===== src/rtl/i2c_target_rx_pkg.sv =====
// Shared types for the I2C target receive path.
package i2c_target_rx_pkg;

    // Receive engine states.
    typedef enum logic [2:0] {
        RX_IDLE = 3'd0,   // waiting for START
        RX_ADDR = 3'd1,   // shifting in the address byte
        RX_DATA = 3'd2,   // shifting in a data byte
        RX_ACK  = 3'd3,   // ninth clock: acknowledge slot
        RX_SKIP = 3'd4    // not addressed, wait for next START
    } rx_state_t;

    // One completed byte handed from the engine to the register file.
    typedef struct packed {
        logic       valid;   // one-cycle strobe
        logic [7:0] value;   // byte as received, MSB first
        logic       is_addr; // byte was the address byte
    } rx_byte_t;

endpackage


===== src/rtl/i2c_target_rx_sync.sv =====
// Line conditioner: brings SCL and SDA into the clk domain through a
// STAGES-deep synchronizer chain and derives the SCL edges and the bus
// START/STOP conditions from the synchronized levels.
// Assumes clk is fast enough that each SCL phase spans several clk cycles.
module i2c_target_rx_sync #(
    parameter int STAGES = 2
) (
    input  logic clk,
    input  logic rst_n,
    input  logic scl_i,
    input  logic sda_i,
    output logic sda_s,
    output logic scl_rise,
    output logic scl_fall,
    output logic bus_start,
    output logic bus_stop
);
    logic [STAGES-1:0] scl_chain;
    logic [STAGES-1:0] sda_chain;
    logic              scl_prev;
    logic              sda_prev;
    logic              scl_s;

    // Synchronizer chains, idle-high after reset like an idle bus.
    generate
        if (STAGES == 1) begin : g_one
            always_ff @(posedge clk) begin
                if (!rst_n) begin
                    scl_chain <= '1;
                    sda_chain <= '1;
                end else begin
                    scl_chain <= scl_i;
                    sda_chain <= sda_i;
                end
            end
        end else begin : g_many
            always_ff @(posedge clk) begin
                if (!rst_n) begin
                    scl_chain <= '1;
                    sda_chain <= '1;
                end else begin
                    scl_chain <= {scl_chain[STAGES-2:0], scl_i};
                    sda_chain <= {sda_chain[STAGES-2:0], sda_i};
                end
            end
        end
    endgenerate

    assign scl_s = scl_chain[STAGES-1];
    assign sda_s = sda_chain[STAGES-1];

    // One-cycle history of the synchronized levels for edge detection.
    always_ff @(posedge clk) begin
        if (!rst_n) begin
            scl_prev <= 1'b1;
            sda_prev <= 1'b1;
        end else begin
            scl_prev <= scl_s;
            sda_prev <= sda_s;
        end
    end

    // Edge and condition decode from current and previous levels.
    always_comb begin
        scl_rise  = scl_s & ~scl_prev;
        scl_fall  = ~scl_s & scl_prev;
        bus_start = scl_s & scl_prev & sda_prev & ~sda_s;
        bus_stop  = scl_s & scl_prev & ~sda_prev & sda_s;
    end

endmodule


===== src/rtl/i2c_target_rx_engine.sv =====
// Bit-level receive engine: shifts bits on SCL rising edges, matches the
// address, hands each completed byte to the register file on the SCL
// falling edge after its last bit, and drives the acknowledge slot.
// Assumes the register file answers ack_ok in the same cycle as the strobe.
module i2c_target_rx_engine
    import i2c_target_rx_pkg::*;
#(
    parameter int ADDR_W = 7,
    parameter int BYTE_W = 8
) (
    input  logic              clk,
    input  logic              rst_n,
    input  logic              sda_s,
    input  logic              scl_rise,
    input  logic              scl_fall,
    input  logic              bus_start,
    input  logic              bus_stop,
    input  logic [ADDR_W-1:0] own_addr,
    input  logic              ack_ok,
    output rx_byte_t          byte_out,
    output logic              sda_oe
);
    localparam int CNT_W = $clog2(BYTE_W + 2);
    localparam logic [CNT_W-1:0] LAST_BIT = CNT_W'(BYTE_W);
    localparam logic [CNT_W-1:0] ACK_BIT  = CNT_W'(BYTE_W + 1);

    rx_state_t         state;
    logic [BYTE_W-1:0] shreg;
    logic [CNT_W-1:0]  bitcnt;
    logic              ack_en;
    logic              go_data;
    logic              byte_end;
    logic              addr_hit;

    // Byte boundary and address compare decode.
    always_comb begin
        byte_end = (state == RX_ADDR || state == RX_DATA) && scl_fall && (bitcnt == LAST_BIT);
        addr_hit = (shreg[BYTE_W-1 -: ADDR_W] == own_addr);
        byte_out.valid   = byte_end && (state == RX_DATA || addr_hit);
        byte_out.value   = shreg;
        byte_out.is_addr = (state == RX_ADDR);
    end

    // Engine state, shift register, bit counter and acknowledge drive.
    always_ff @(posedge clk) begin
        if (!rst_n) begin
            state   <= RX_IDLE;
            shreg   <= '0;
            bitcnt  <= '0;
            ack_en  <= 1'b0;
            go_data <= 1'b0;
        end else if (bus_start) begin
            state  <= RX_ADDR;
            bitcnt <= '0;
            ack_en <= 1'b0;
        end else if (bus_stop) begin
            state  <= RX_IDLE;
            bitcnt <= '0;
            ack_en <= 1'b0;
        end else begin
            case (state)
                RX_ADDR, RX_DATA: begin
                    if (scl_rise && bitcnt < LAST_BIT) begin
                        shreg  <= {shreg[BYTE_W-2:0], sda_s};
                        bitcnt <= bitcnt + 1'b1;
                    end else if (byte_end) begin
                        if (state == RX_ADDR && !addr_hit) begin
                            state <= RX_SKIP;
                        end else begin
                            state   <= RX_ACK;
                            ack_en  <= ack_ok;
                            go_data <= (state == RX_DATA) || !shreg[0];
                        end
                    end
                end
                RX_ACK: begin
                    if (scl_rise) begin
                        bitcnt <= ACK_BIT;
                    end else if (scl_fall && bitcnt == ACK_BIT) begin
                        ack_en <= 1'b0;
                        bitcnt <= '0;
                        state  <= go_data ? RX_DATA : RX_SKIP;
                    end
                end
                default: begin
                    bitcnt <= '0;
                end
            endcase
        end
    end

    assign sda_oe = ack_en;

endmodule


===== src/rtl/i2c_target_rx_regs.sv =====
// Host-side register file: single-byte holding register and flags.
// A byte is stored only while the holding register is empty; it is
// acknowledged only while both the full and lost-byte flags are clear.
// Assumes host pulses are one clk cycle wide; a byte strobe wins over a
// clear in the same cycle.
module i2c_target_rx_regs
    import i2c_target_rx_pkg::*;
#(
    parameter int BYTE_W = 8
) (
    input  logic              clk,
    input  logic              rst_n,
    input  rx_byte_t          byte_in,
    input  logic              rd_buf,
    input  logic              clr_irq,
    input  logic              clr_ovf,
    output logic              ack_ok,
    output logic [BYTE_W-1:0] rx_data,
    output logic              irq,
    output logic              st_full,
    output logic              st_ovf,
    output logic              st_dir,
    output logic              st_data
);
    logic store;

    // Store and acknowledge decisions from the flags before this byte.
    always_comb begin
        store  = byte_in.valid && !st_full;
        ack_ok = !st_full && !st_ovf;
    end

    // Holding register and the status of the byte it holds.
    always_ff @(posedge clk) begin
        if (!rst_n) begin
            rx_data <= '0;
            st_dir  <= 1'b0;
            st_data <= 1'b0;
        end else if (store) begin
            rx_data <= byte_in.value;
            st_data <= !byte_in.is_addr;
            if (byte_in.is_addr) begin
                st_dir <= byte_in.value[0];
            end
        end
    end

    // Full, lost-byte and event flags.
    always_ff @(posedge clk) begin
        if (!rst_n) begin
            st_full <= 1'b0;
            st_ovf  <= 1'b0;
            irq     <= 1'b0;
        end else begin
            if (store)       st_full <= 1'b1;
            else if (rd_buf) st_full <= 1'b0;

            if (byte_in.valid && st_full) st_ovf <= 1'b1;
            else if (clr_ovf)             st_ovf <= 1'b0;

            if (byte_in.valid) irq <= 1'b1;
            else if (clr_irq)  irq <= 1'b0;
        end
    end

endmodule


===== src/rtl/i2c_target_rx.sv =====
// I2C target receive path top: line conditioner, bit engine and host
// register file. sda_oe must drive an open-drain pull-down on SDA; sda_i
// is the resolved line level. Assumes clk is at least 16x the SCL rate.
module i2c_target_rx
    import i2c_target_rx_pkg::*;
#(
    parameter int ADDR_W      = 7,
    parameter int BYTE_W      = 8,
    parameter int SYNC_STAGES = 2
) (
    input  logic              clk,
    input  logic              rst_n,
    input  logic              scl_i,
    input  logic              sda_i,
    input  logic [ADDR_W-1:0] own_addr,
    output logic              sda_oe,
    input  logic              rd_buf,
    input  logic              clr_irq,
    input  logic              clr_ovf,
    output logic [BYTE_W-1:0] rx_data,
    output logic              irq,
    output logic              st_full,
    output logic              st_ovf,
    output logic              st_dir,
    output logic              st_data
);
    logic     sda_s;
    logic     scl_rise;
    logic     scl_fall;
    logic     bus_start;
    logic     bus_stop;
    logic     ack_ok;
    rx_byte_t byte_evt;

    i2c_target_rx_sync #(.STAGES(SYNC_STAGES)) u_sync (
        .clk       (clk),
        .rst_n     (rst_n),
        .scl_i     (scl_i),
        .sda_i     (sda_i),
        .sda_s     (sda_s),
        .scl_rise  (scl_rise),
        .scl_fall  (scl_fall),
        .bus_start (bus_start),
        .bus_stop  (bus_stop)
    );

    i2c_target_rx_engine #(.ADDR_W(ADDR_W), .BYTE_W(BYTE_W)) u_engine (
        .clk       (clk),
        .rst_n     (rst_n),
        .sda_s     (sda_s),
        .scl_rise  (scl_rise),
        .scl_fall  (scl_fall),
        .bus_start (bus_start),
        .bus_stop  (bus_stop),
        .own_addr  (own_addr),
        .ack_ok    (ack_ok),
        .byte_out  (byte_evt),
        .sda_oe    (sda_oe)
    );

    i2c_target_rx_regs #(.BYTE_W(BYTE_W)) u_regs (
        .clk     (clk),
        .rst_n   (rst_n),
        .byte_in (byte_evt),
        .rd_buf  (rd_buf),
        .clr_irq (clr_irq),
        .clr_ovf (clr_ovf),
        .ack_ok  (ack_ok),
        .rx_data (rx_data),
        .irq     (irq),
        .st_full (st_full),
        .st_ovf  (st_ovf),
        .st_dir  (st_dir),
        .st_data (st_data)
    );

endmodule


===== config.mk =====
export PLATFORM = sky130hd
export DESIGN_NAME = i2c_target_rx
export DESIGN_NICKNAME = d
export VERILOG_FILES = /design/src/rtl/i2c_target_rx_pkg.sv /design/src/rtl/i2c_target_rx_sync.sv /design/src/rtl/i2c_target_rx_engine.sv /design/src/rtl/i2c_target_rx_regs.sv /design/src/rtl/i2c_target_rx.sv
export SDC_FILE = /design/constraint.sdc
export NUM_CORES = 1
export LEC_CHECK = 0
export ABC_AREA = 1
export ABC_CLOCK_PERIOD_IN_PS = 1400
export BUFFER_PORTS_ARGS = -buffer_cell sky130_fd_sc_hd__buf_2
export CAP_MARGIN = 20
export CORE_AREA = 4 4 73 58
export CTS_CLUSTER_DIAMETER = 30
export DETAILED_ROUTE_END_ITERATION = 10
export DIE_AREA = 0 0 77 62
export PLACE_DENSITY_LB_ADDON = 0.2
export SETUP_SLACK_MARGIN = 0.5
export SYNTH_ARGS = -nofsm -noshare
export SYNTH_HDL_FRONTEND = slang
export SYNTH_SLANG_ARGS = --single-unit

===== constraint.sdc =====
create_clock -name clk -period 1.4 [get_ports clk]
set_input_delay 0.14 -clock clk [delete_from_list [all_inputs] [get_ports clk]]
set_output_delay 0.14 -clock clk [all_outputs]
set_load 0.1 [all_outputs]

# Yosys cells after proc, flatten, opt, wreduce, memory -nomap -nowiden
# Index checks and enable logic that the tools add are counted.
[classes]
n_bitwise = 16
n_reduce_logical = 31
magnitude_cmp = 1
muxes = 25
addsub = 1
n_eq_ne = 17
[ops]
columns = ["cell", "n"]
rows = [
  ["$mux W3", 6],
  ["$mux W1", 13],
  ["$mux W4", 3],
  ["$reduce_and A6 Y1", 2],
  ["$reduce_and A5 Y1", 2],
  ["$logic_and A1 B1 Y1", 9],
  ["$not A1 Y1", 9],
  ["$eq A4 B4 Y1 const B", 2],
  ["$ne A4 B3 Y1 const B", 2],
  ["$ne A4 B4 Y1 const B", 2],
  ["$pmux W4 S2", 1],
  ["$reduce_bool A2 Y1", 4],
  ["$and A1 B1 Y1", 7],
  ["$eq A7 B7 Y1", 1],
  ["$eq A3 B2 Y1 const B", 2],
  ["$ne A2 B1 Y1 const B", 3],
  ["$ne A2 B2 Y1 const B", 3],
  ["$pmux W3 S2", 1],
  ["$logic_not A1 Y1", 5],
  ["$add A4 B1 Y4 const B", 1],
  ["$lt A4 B4 Y1 const B", 1],
  ["$reduce_and A2 Y1", 2],
  ["$reduce_and A4 Y1", 1],
  ["$reduce_bool A4 Y1", 1],
  ["6 further kinds", 8],
]
[word_totals]
inputBits = 14
reg_bits = 36
output_inout_bits = 14
word_cells = 107

# Depth between registers and ports, before layout
# Gate-level depths: netlist of the first run.
[depth]
ltp_word = 9
mapped_depth = 11
ltp_nobuf = 11

# By module
# From an unflattened synthesis of the first run, not the netlist that was laid out.
[unflattened]
hier_cells = 257
area_unflattened_um2 = 1764.2
[by_module_without_submodules]
columns = ["mod", "area_each_um2", "n_inst", "cells_per_inst", "seq_area_each_um2"]
rows = [
  ["i2c_target_rx_engine", 1076.0, 1, 168, 340.3],
  ["i2c_target_rx_regs", 489.2, 1, 62, 260.2],
  ["i2c_target_rx_sync", 198.9, 1, 27, 120.1],
]

# Worst setup path before layout of the first run
# No wires, ideal clock.
[synth_path]
path_kind = "register to register"
start = "register u_regs.st_full"
end = "register u_regs.st_full"
setup_slack_ns = -0.432
t_required_ns = 1.330
setup_ns = 0.070
stages_incl_launch_ff = 4
arrival_ns = 1.763
path_buffers = 0
synth_period_minus_slack_ns = 1.832
cell_sequence = "dfxtp_1 > inv_1 > or2_2 > a21oi_1"
[synth_between]
elab_chain_len = 3
word_cells_on_any_way = 4
cone_classes = "mux (1); reduce/logical (3)"
[synth_rtl]
columns = ["element", "line", "rtl"]
rows = [
  ["from (decl)", "i2c_target_rx_regs.sv:20", "output logic st_full,"],
  ["from (signal assigned)", "i2c_target_rx_regs.sv:51", "st_full <= 1'b0;"],
  ["from (signal assigned)", "i2c_target_rx_regs.sv:55", "if (store) st_full <= 1'b1;"],
  ["from (signal assigned)", "i2c_target_rx_regs.sv:56", "else if (rd_buf) st_full <= 1'b0;"],
  ["$logic_not A1 Y1 *", "i2c_target_rx_regs.sv:29", "store = byte_in.valid && !st_full;"],
  ["$logic_and A1 B1 Y1 *", "i2c_target_rx_regs.sv:29", ""],
  ["$mux W1 or $reduce_bool A2 Y1 (tied branches)", "n/a", ""],
]
# Mark *: on every way between the ends. The rest lies on a longest branch, timed or not.
# A chain may end at the register's enable or synchronous reset.

# Worst setup path after layout of the first run
[layout_path]
start = "register u_engine.state[2]"
end = "register u_regs.rx_data[3]"
[layout_between]
elab_chain_len = 6
word_cells_on_any_way = 8
cone_classes = "eq/ne (2); reduce/logical (6)"
[layout_rtl]
columns = ["element", "line", "rtl"]
rows = [
  ["from (decl)", "i2c_target_rx_engine.sv:27", "rx_state_t state;"],
  ["from (signal assigned)", "i2c_target_rx_engine.sv:82", "state <= go_data ? RX_DATA : RX_SKIP;"],
  ["$eq A3 B1 Y1 or $eq A3 B2 Y1 (tied branches)", "i2c_target_rx_engine.sv:37, i2c_target_rx_engine.sv:39", ""],
  ["$logic_or A1 B1 Y1", "i2c_target_rx_engine.sv:37", "byte_end = (state == RX_ADDR || state == RX_DATA) && scl_fall && (bitcnt == LAST_BIT);"],
  ["$logic_and A1 B1 Y1 (2 in a row)", "i2c_target_rx_engine.sv:37", ""],
  ["$logic_and A1 B1 Y1 *", "i2c_target_rx_engine.sv:39", "byte_out.valid = byte_end && (state == RX_DATA || addr_hit);"],
  ["$logic_and A1 B1 Y1 *", "i2c_target_rx_regs.sv:29", ""],
  ["to (signal assigned)", "i2c_target_rx_regs.sv:40", "rx_data <= byte_in.value;"],
  ["to (decl)", "i2c_target_rx_regs.sv:18", "output logic [BYTE_W-1:0] rx_data,"],
]
# Marked as above.

==> summary.md, run 1 <==
| Metric | Value |
|---|---|
| Status | `finished, violations left` |
| Failing checks | `negative setup slack` |
| Initial antenna violation count | `0` |
| Met2 Use GR | `34.12%` |
| DR vias | `1946` |
| Comb pwr share | `39.2%` |
| Clk buf depth | `2` |
| TritonRoute pass-1 iters | `4` |
| Port-buffer cells | `27` |
| Worst Clk Skew | `5.357 ps` |
| Grt met3 use | `8.069%` |
| Register bit total from synthesis | `36` |
| Pre-CTS WS | `-89.82 ps` |
| Largest net degree at the start of global routing | `15` |
| Final WL | `6315 um` |
| GPL Wtd Cong | `0.8826` |
| Syn Inst Count | `234` |
| FP Rows | `19` |
| Antenna Cells | `0` |
| CTS Sinks | `36` |
| Gr usage total | `21.69%` |
| Total congestion overflow | `0` |
| Clock latency on the worst-skew pair | `roughly 300 ps` |
| Final #Nets | `333` |
| Vias in the first global route | `~1700` |
| Fin util | `84.85%` |
| Iter 0 DRT Violations | `159` |
| Worst EP required | `1590 ps` |
| Ports | `28` |
| Int Power | `approximately 2.2 mW` |
| DIE AREA | `between 4000 and 5000 sq um` |
| Max FO, Critical Path | `5` |
| Unique masters post-synth | `30` |
| Share of layout cells above drive strength 1 | `about 58%` |
| Post-synthesis net count | `251` |
| Met1 usage | `27.44%` |
| Busiest layer in global routing | `met2` |
| Area leader, netlist | `dfxtp_1` |
| VDD IR max | `between 0.0007 and 0.0008 V` |
| Worst Hold Depth | `2` |
| R2R depth | `10` |
| CTS clk-pin slew, worst paths | `approximately 70 ps` |
| Unrepaired setup endpoints after global routing | `yes` |
| Worst Tran Pin Value | `424.7 ps` |
| CP Data Arrival Time | `around 1800 ps` |
| Drc violations | `0` |
| Final hold vios | `0` |
| Synthesized area | `1679 sq um` |
| Final worst-path cycle share | `112.2%` |
| CTS tree | `built` |
| Worst slew margin | `71.32%` |
| Area Overhead vs Synth | `78.99%` |
| Die Y | `around 62 um` |
| Die Wd | `77 um` |
| Synth top area share | `between 40% and 50%` |
| Total number of yosys warnings | `0` |
| Initial Utilization | `between 40% and 50%` |
| Final setup violating endpoints | `27` |
| Max_cap viols | `0` |
| Leakage power | `approximately 1.4 nW` |
| P_sw | `roughly 1.3 mW` |
| Hold_ws | `24.56 ps` |
| Num CTS Buffers | `5` |
| Routed len/inst | `roughly 18 um` |
| Mean Syn Cell Area | `around 7.2 sq um` |
| Slew Limit Fails | `0` |
| Fin worst setup slack | `-171.1 ps` |
| Root Driver | `clkbuf_8` |
| Tmin final | `1571 ps` |
| DR vias/cell | `5.421` |
| CTS HTree Levels | `2` |
| Power Dens Cells | `1153 nW/um^2` |
| Top post-synthesis cells by area | `dfxtp_1 (43%), nand2_1 (11%), inv_1 (8.5%)` |
| Part of the power in registers | `34.3%` |
| # hold bufs at CTS | `0` |
| Switching share of total power | `36.17%` |
| Kind of critical path | `reg2reg` |
| Core footprint | `3542 sq um` |
| Clock network fraction of design power | `26.5%` |
| CP startpoint kind | `flop` |
| Share of the yosys chip area belonging to registers | `42.92%` |
| Worst Hold Class | `in2reg` |
| HPWL Detailed | `3017 um` |
| First-pass GRT wire length | `7879 um` |
| Critical Path End Type | `flop` |
| Final antenna-violating net count | `0` |
| Peak Freq | `0.6365 GHz` |
[registers in the layout (all words and copies together), names as in the netlist]
register	cells
u_engine.state	3
u_engine.sda_oe	1
u_sync.sda_prev	1
u_regs.st_full	1
u_regs.irq	1
u_regs.rx_data	8
u_regs.st_data	1
u_regs.st_ovf	1
u_sync.scl_prev	1
u_regs.st_dir	1
u_engine.go_data	1
u_engine.shreg	8
u_sync.scl_chain	2
u_engine.bitcnt	4
u_sync.sda_chain	2
[stage by stage]
step	instance area [sq um]	total power [mW]	TNS (ps)	instances
2_1_floorplan	1722	1.715	0	234
3_3_place_gp	2136	1.982	-343.2	331
3_5_place_dp	2136	1.991	-581.6	331
4_1_cts	2708	3.182	-528.6	351
5_1_grt	3005	3.585	-4672	359
6_report	3005	3.465	-2467	359
[per-layer routing]
layer  up-vias  routed length (um)  part of all wire [%]
met5         -                   0                     0
met4         0                 195                   3.1
met3        21                 535                   8.5
met2        93                3040                    48
met1       925                2545                    40
li1        907                   -                     -
[logic make-up after synthesis]
logic type,Yosys count,synth area share [%]
and+or+nand+nor,103,28.91
AOI/OAI and AO/OA,47,15.20
buffers and inverters,43,9.687
DFF,36,42.92
adders and majority gates,3,2.236
xor gates and xnor gates,2,1.043
[synth_stat cells]
master / instances
dfxtp_1: 36
or2_2: 5
buf_1: 1
nor3_4: 1
inv_1: 38
o21ai_2: 1
nor2_4: 1
ha_1: 3
o21ai_1: 12
nor3_1: 4
inv_2: 2
a21oi_1: 20
nand3_1: 9
nand2_2: 1
nor2_1: 27
nor3_2: 1
clkbuf_1: 1
o41ai_1: 1
nor2_8: 1
o21bai_2: 1
buf_2: 1
nand4_1: 2
nand2_4: 2
o21bai_1: 1
o21ai_0: 10
nor2_2: 1
a21oi_2: 1
or2_1: 1
xor2_1: 2
nand2_1: 47
[repair_timing]
action / in CTS / in global routing
endpoints found under the hold margin: 0 / 0
pin swaps: 8 / 24
cloned: 2 / 1
endpoints found under the setup margin: 44 / 44
buffers inserted: 10 / 7
gates resized for setup: 89 / 79
[cell type report]
cell class / count / area (sq um)
clock buffer: 6 / 72.57
fill: 171 / 536.8
sequential: 36 / 764.5
multi-input combinational: 156 / 1079
clock inverter: 2 / 35.03
inverter: 40 / 167.7
timing repair buffer: 77 / 834.6
tap: 42 / 52.55
[power groups by stage]
stage                     combinational [mW]  sequential (mW)  clock, mW
after floorplan                        0.443             1.27          0
after global placement                 0.820             1.16          0
after detailed placement               0.828             1.16          0
after CTS                               1.09             1.17      0.926
after global routing                    1.43             1.19      0.958
final                                   1.36             1.19      0.920
[critical path, cell delays in order (launching register included)]
cell and delay (ps):
dfxtp_4 370, inv_4 80, nand3_4 90, nand2_4 90
inv_4 50, nor3_4 260, nand2_4 160, inv_8 120
nand2_8 70, nor2_1 110, nor2_1 60
[final timing paths]
kind	from	to	slack, ps
setup / recovery	u_engine.state[2]	u_regs.rx_data[3]	-170
hold / removal	scl_i	u_sync.scl_chain[0]	20
setup reg to reg	u_engine.state[2]	u_regs.rx_data[3]	-170
hold reg to reg	u_sync.sda_chain[0]	u_sync.sda_chain[1]	430
[layout by cell type, fill, tap and decap left out, types with 4 or more instances in the layout]
| cell type | n |
|---|---|
| dfxtp_2 | 20 |
| nor2_2 | 7 |
| inv_2 | 6 |
| dfxtp_4 | 5 |
| nand2_4 | 6 |
| o21ai_1 | 9 |
| buf_4 | 33 |
| inv_1 | 29 |
| clkbuf_8 | 5 |
| or2_2 | 5 |
| a21oi_2 | 9 |
| buf_12 | 16 |
| o21ai_2 | 12 |
| inv_4 | 4 |
| nor2_4 | 7 |
| a21oi_1 | 12 |
| dfxtp_1 | 11 |
| buf_2 | 13 |
| nand2_1 | 39 |
| nand2_2 | 4 |
| buf_6 | 13 |
| nor2_1 | 15 |
Note: power is estimated with default switching activity, not from simulation.
==> run 2, diff against run 1 <==
--- a/config.mk
+++ b/config.mk
@@ -5,14 +5,14 @@
 export SDC_FILE = /design/constraint.sdc
 export NUM_CORES = 1
 export LEC_CHECK = 0
-export ABC_AREA = 1
+export ABC_AREA = 0
 export ABC_CLOCK_PERIOD_IN_PS = 1400
 export BUFFER_PORTS_ARGS = -buffer_cell sky130_fd_sc_hd__buf_2
 export CAP_MARGIN = 20
-export CORE_AREA = 4 4 73 58
+export CORE_AREA = 4 4 72 58
 export CTS_CLUSTER_DIAMETER = 30
 export DETAILED_ROUTE_END_ITERATION = 10
-export DIE_AREA = 0 0 77 62
+export DIE_AREA = 0 0 76 62
 export PLACE_DENSITY_LB_ADDON = 0.2
 export SETUP_SLACK_MARGIN = 0.5
 export SYNTH_ARGS = -nofsm -noshare
==> summary.md, run 2 <==
| Metric | Value |
|---|---|
| Fin util | `77.19% (-7.7 points)` |
| Ports | `28 (unchanged)` |
| Comb pwr share | `8.5% (-31 points)` |
| Part of the power in registers | `54.6% (+20 points)` |
| Die Wd | `76 um (-1.3%)` |
| Int Power | `1.441 mW (-35%)` |
| Num CTS Buffers | `5 (unchanged)` |
| Final worst-path cycle share | `117.3% (+5.1 points)` |
| Worst Clk Skew | `7.384 ps (+2.027 ps)` |
| Register bit total from synthesis | `36 (unchanged)` |
| Initial antenna violation count | `0 (unchanged)` |
| CP startpoint kind | `flop` |
| Cells after DPL | `267 (-19%)` |
| Syn Inst Count | `172 (-26%)` |
| Clk buf depth | `2 (unchanged)` |
| Most frequent cell after synthesis | `dfxtp_1` |
| Area Overhead vs Synth | `64.71%` |
| TritonRoute pass-1 iters | `4 (unchanged)` |
| Synthesized area | `1638 sq um (-2.5%)` |
| Clock network fraction of design power | `36.9% (+10 points)` |
| DR vias/cell | `5.349 (-1.3%)` |
| FP Rows | `19 (unchanged)` |
| Gr usage total | `21.26% (-0.42 points)` |
| Hold_ws | `30.26 ps (+5.700 ps)` |
| Synth top area share | `44.00% (+1.1 points)` |
| Max FO, Critical Path | `5 (unchanged)` |
| Design Area, Final | `2698 sq um (-10%)` |
| Vias in the first global route | `1609 (-5.1%)` |
| Status | `finished, violations left` |
| Final WL | `5043 um (-20%)` |
| # hold bufs at CTS | `0 (unchanged)` |
| Top post-synthesis cells by area | `dfxtp_1 (44%), mux2i_1 (10%), nand2_1 (5.0%)` |
| First-pass GRT wire length | `7700 um (-2.3%)` |
| Clock latency on the worst-skew pair | `290 ps (about the same)` |
| CTS HTree Levels | `2 (unchanged)` |
| GPL Wtd Cong | `0.8271 (-6.3%)` |
| Core footprint | `3495 sq um (-1.3%)` |
| Total number of yosys warnings | `0 (unchanged)` |
| Tmin final | `1642 ps (+71.11 ps)` |
| Peak Freq | `0.6089 GHz (-4.3%)` |
| Power Dens Cells | `700.1 nW/um^2 (-39%)` |
| TNS Setup | `-3438 ps (-971.8 ps)` |
| Commonest non-fill, non-tap cell in the layout | `buf_4` |
| Final #Nets | `267 (-20%)` |
| CTS tree | `built` |
| Total congestion overflow | `0 (unchanged)` |
| Placed inst area | `2111 sq um (-1.2%)` |
| Max_cap viols | `0 (unchanged)` |
| Routed len/inst | `17.27 um (-1.8%)` |
| DR vias | `1562 (-20%)` |
| Root Driver | `clkbuf_8` |
| Kind of critical path | `reg2reg` |
| Fin worst setup slack | `-242.2 ps (-71.11 ps)` |
| Leakage power | `1.062 nW (-22%)` |
| Non-filler instance count after layout | `292 (-19%)` |
| Share of the yosys chip area belonging to registers | `44.00% (+1.1 points)` |
| Final hold vios | `0 (unchanged)` |
| Antenna Cells | `0 (unchanged)` |
| Final antenna-violating net count | `0 (unchanged)` |
| Slew Limit Fails | `0 (unchanged)` |
| Failing checks | `negative setup slack` |
| DIE AREA | `4712 sq um (-1.3%)` |
| HPWL Detailed | `2815 um (-6.7%)` |
| Port-buffer cells | `27 (unchanged)` |
| Largest registers | `u_engine.shreg (8), u_regs.rx_data (8), u_engine.bitcnt (4)` |
| Share of flip-flops with an asynchronous set or reset | `0% (unchanged)` |
| P_sw | `0.4473 mW (-64%)` |
| Most frequent cells in the layout | `buf_4 (41), nand2_1 (22), mux2i_1 (17), dfxtp_2 (16), dfxtp_1 (15)` |
| Post-route total power | `1.889 mW (-45%)` |
| Unrepaired setup endpoints after global routing | `yes` |
| Critical Path End Type | `flop` |
| Switching share of total power | `23.68% (-12 points)` |
| Worst slew margin | `81.46% (+10 points)` |
| Mean Syn Cell Area | `9.522 sq um (+33%)` |
| Area leader, netlist | `dfxtp_1` |
| Iter 0 DRT Violations | `81 (-49%)` |
| Share of layout cells above drive strength 1 | `54.00% (-4.4 points)` |
| CP Data Arrival Time | `1830 ps (+70 ps)` |
| Unique masters post-synth | `41 (+37%)` |
| Worst EP required | `1590 ps (about the same)` |
| Synth Flop Type | `dfxtp_1` |
| CTS clk-pin slew, worst paths | `70 ps (about the same)` |
| Final setup violating endpoints | `27 (unchanged)` |
| Worst Hold Class | `in2reg` |
| Count of flip-flops with a built-in enable after synthesis | `0 (unchanged)` |
| VDD IR max | `0.0007658 V (+3.3%)` |
| Post-synthesis net count | `189 (-25%)` |
| Initial Utilization | `46.87% (-0.54 points)` |
| Worst Tran Pin Value | `277.5 ps (-147.2 ps)` |
| Top cells by count, synth | `dfxtp_1 (36), nand2_1 (22), mux2i_1 (17)` |
| CTS Sinks | `36 (unchanged)` |
| Drc violations | `0 (unchanged)` |
| Pre-CTS WS | `-188.6 ps (-98.75 ps)` |
| Largest net degree at the start of global routing | `29 (+14)` |
| Die Y | `62 um (unchanged)` |
[run 2: cell count changes after synthesis, sizes merged, moves of 5 or more]
cell,previous run,this run
nand3,9,1
mux2i,0,17
nor2,30,9
xor2,2,9
nand2,50,22
o21a,0,5
nor2b,0,10
inv,40,2
a21oi,21,10
o21ai,23,6
nand2b,0,10
[run 2: final cells by class]
cell class	count	area (sq um)
Inverter	2	7.507
Timing Repair Buffer	76	743.2
Clock buffer	6	72.57
Multi-Input combinational cell	129	1057
Fill cell	216	797.0
Tap cell	42	52.55
Clock inverter	1	5.005
Sequential cell	36	759.5
[run 2: worst max-delay path: stages, from the launching register on]
cell     delay [ps]
dfxtp_1         400
xor2_2          220
nor4_4           60
a21oi_2         260
nor3_2           90
buf_4           180
buf_4           130
o211a_1         200
[run 2: final timing paths]
kind	endpoint	cells after the start	slack (ps)	from
worst max register to register	u_regs.st_data	7	-240	u_engine.shreg[6]
worst min register to register	u_sync.scl_chain[1]	1	410	u_sync.scl_chain[0]
worst max-delay path	u_regs.st_data	7	-240	u_engine.shreg[6]
worst min-delay path	u_sync.sda_chain[0]	2	30	sda_i
[run 2: power by group through the flow]
stage | Clock [mW] | Sequential [mW] | Combinational, mW
finish | 0.697 | 1.03 | 0.160
global route | 0.747 | 1.03 | 0.170
CTS | 0.707 | 1.04 | 0.148
detailed placement | 0 | 1.06 | 0.130
global placement | 0 | 1.06 | 0.127
floorplan | 0 | 1.06 | 0.0701
[run 2: what timing repair did]
item,4_1_cts,5_1_grt
hold endpoints to repair,0,0
setup buffers,7,9
pin swaps,13,8
setup endpoints to repair,44,44
gates cloned,2,0
resized for setup,87,13
[run 2: cells by family after synthesis]
group	Yosys count	synth area share, %
simple gates	67	23.07
flops	36	44.00
compound gates	31	12.76
mux	17	10.39
xor+xnor	10	5.348
buf+inv	8	2.139
fa+ha+maj	3	2.292
[run 2: routing by layer]
layer | global-route usage [%] | wire length [um] | up-vias
met2 | 37.68 | 2562 | 55
met4 | 12.69 | 140 | 0
met1 | 24.18 | 2078 | 752
met3 | 5.043 | 262 | 12
met5 | 0 | 0 | -
li1 | - | - | 743
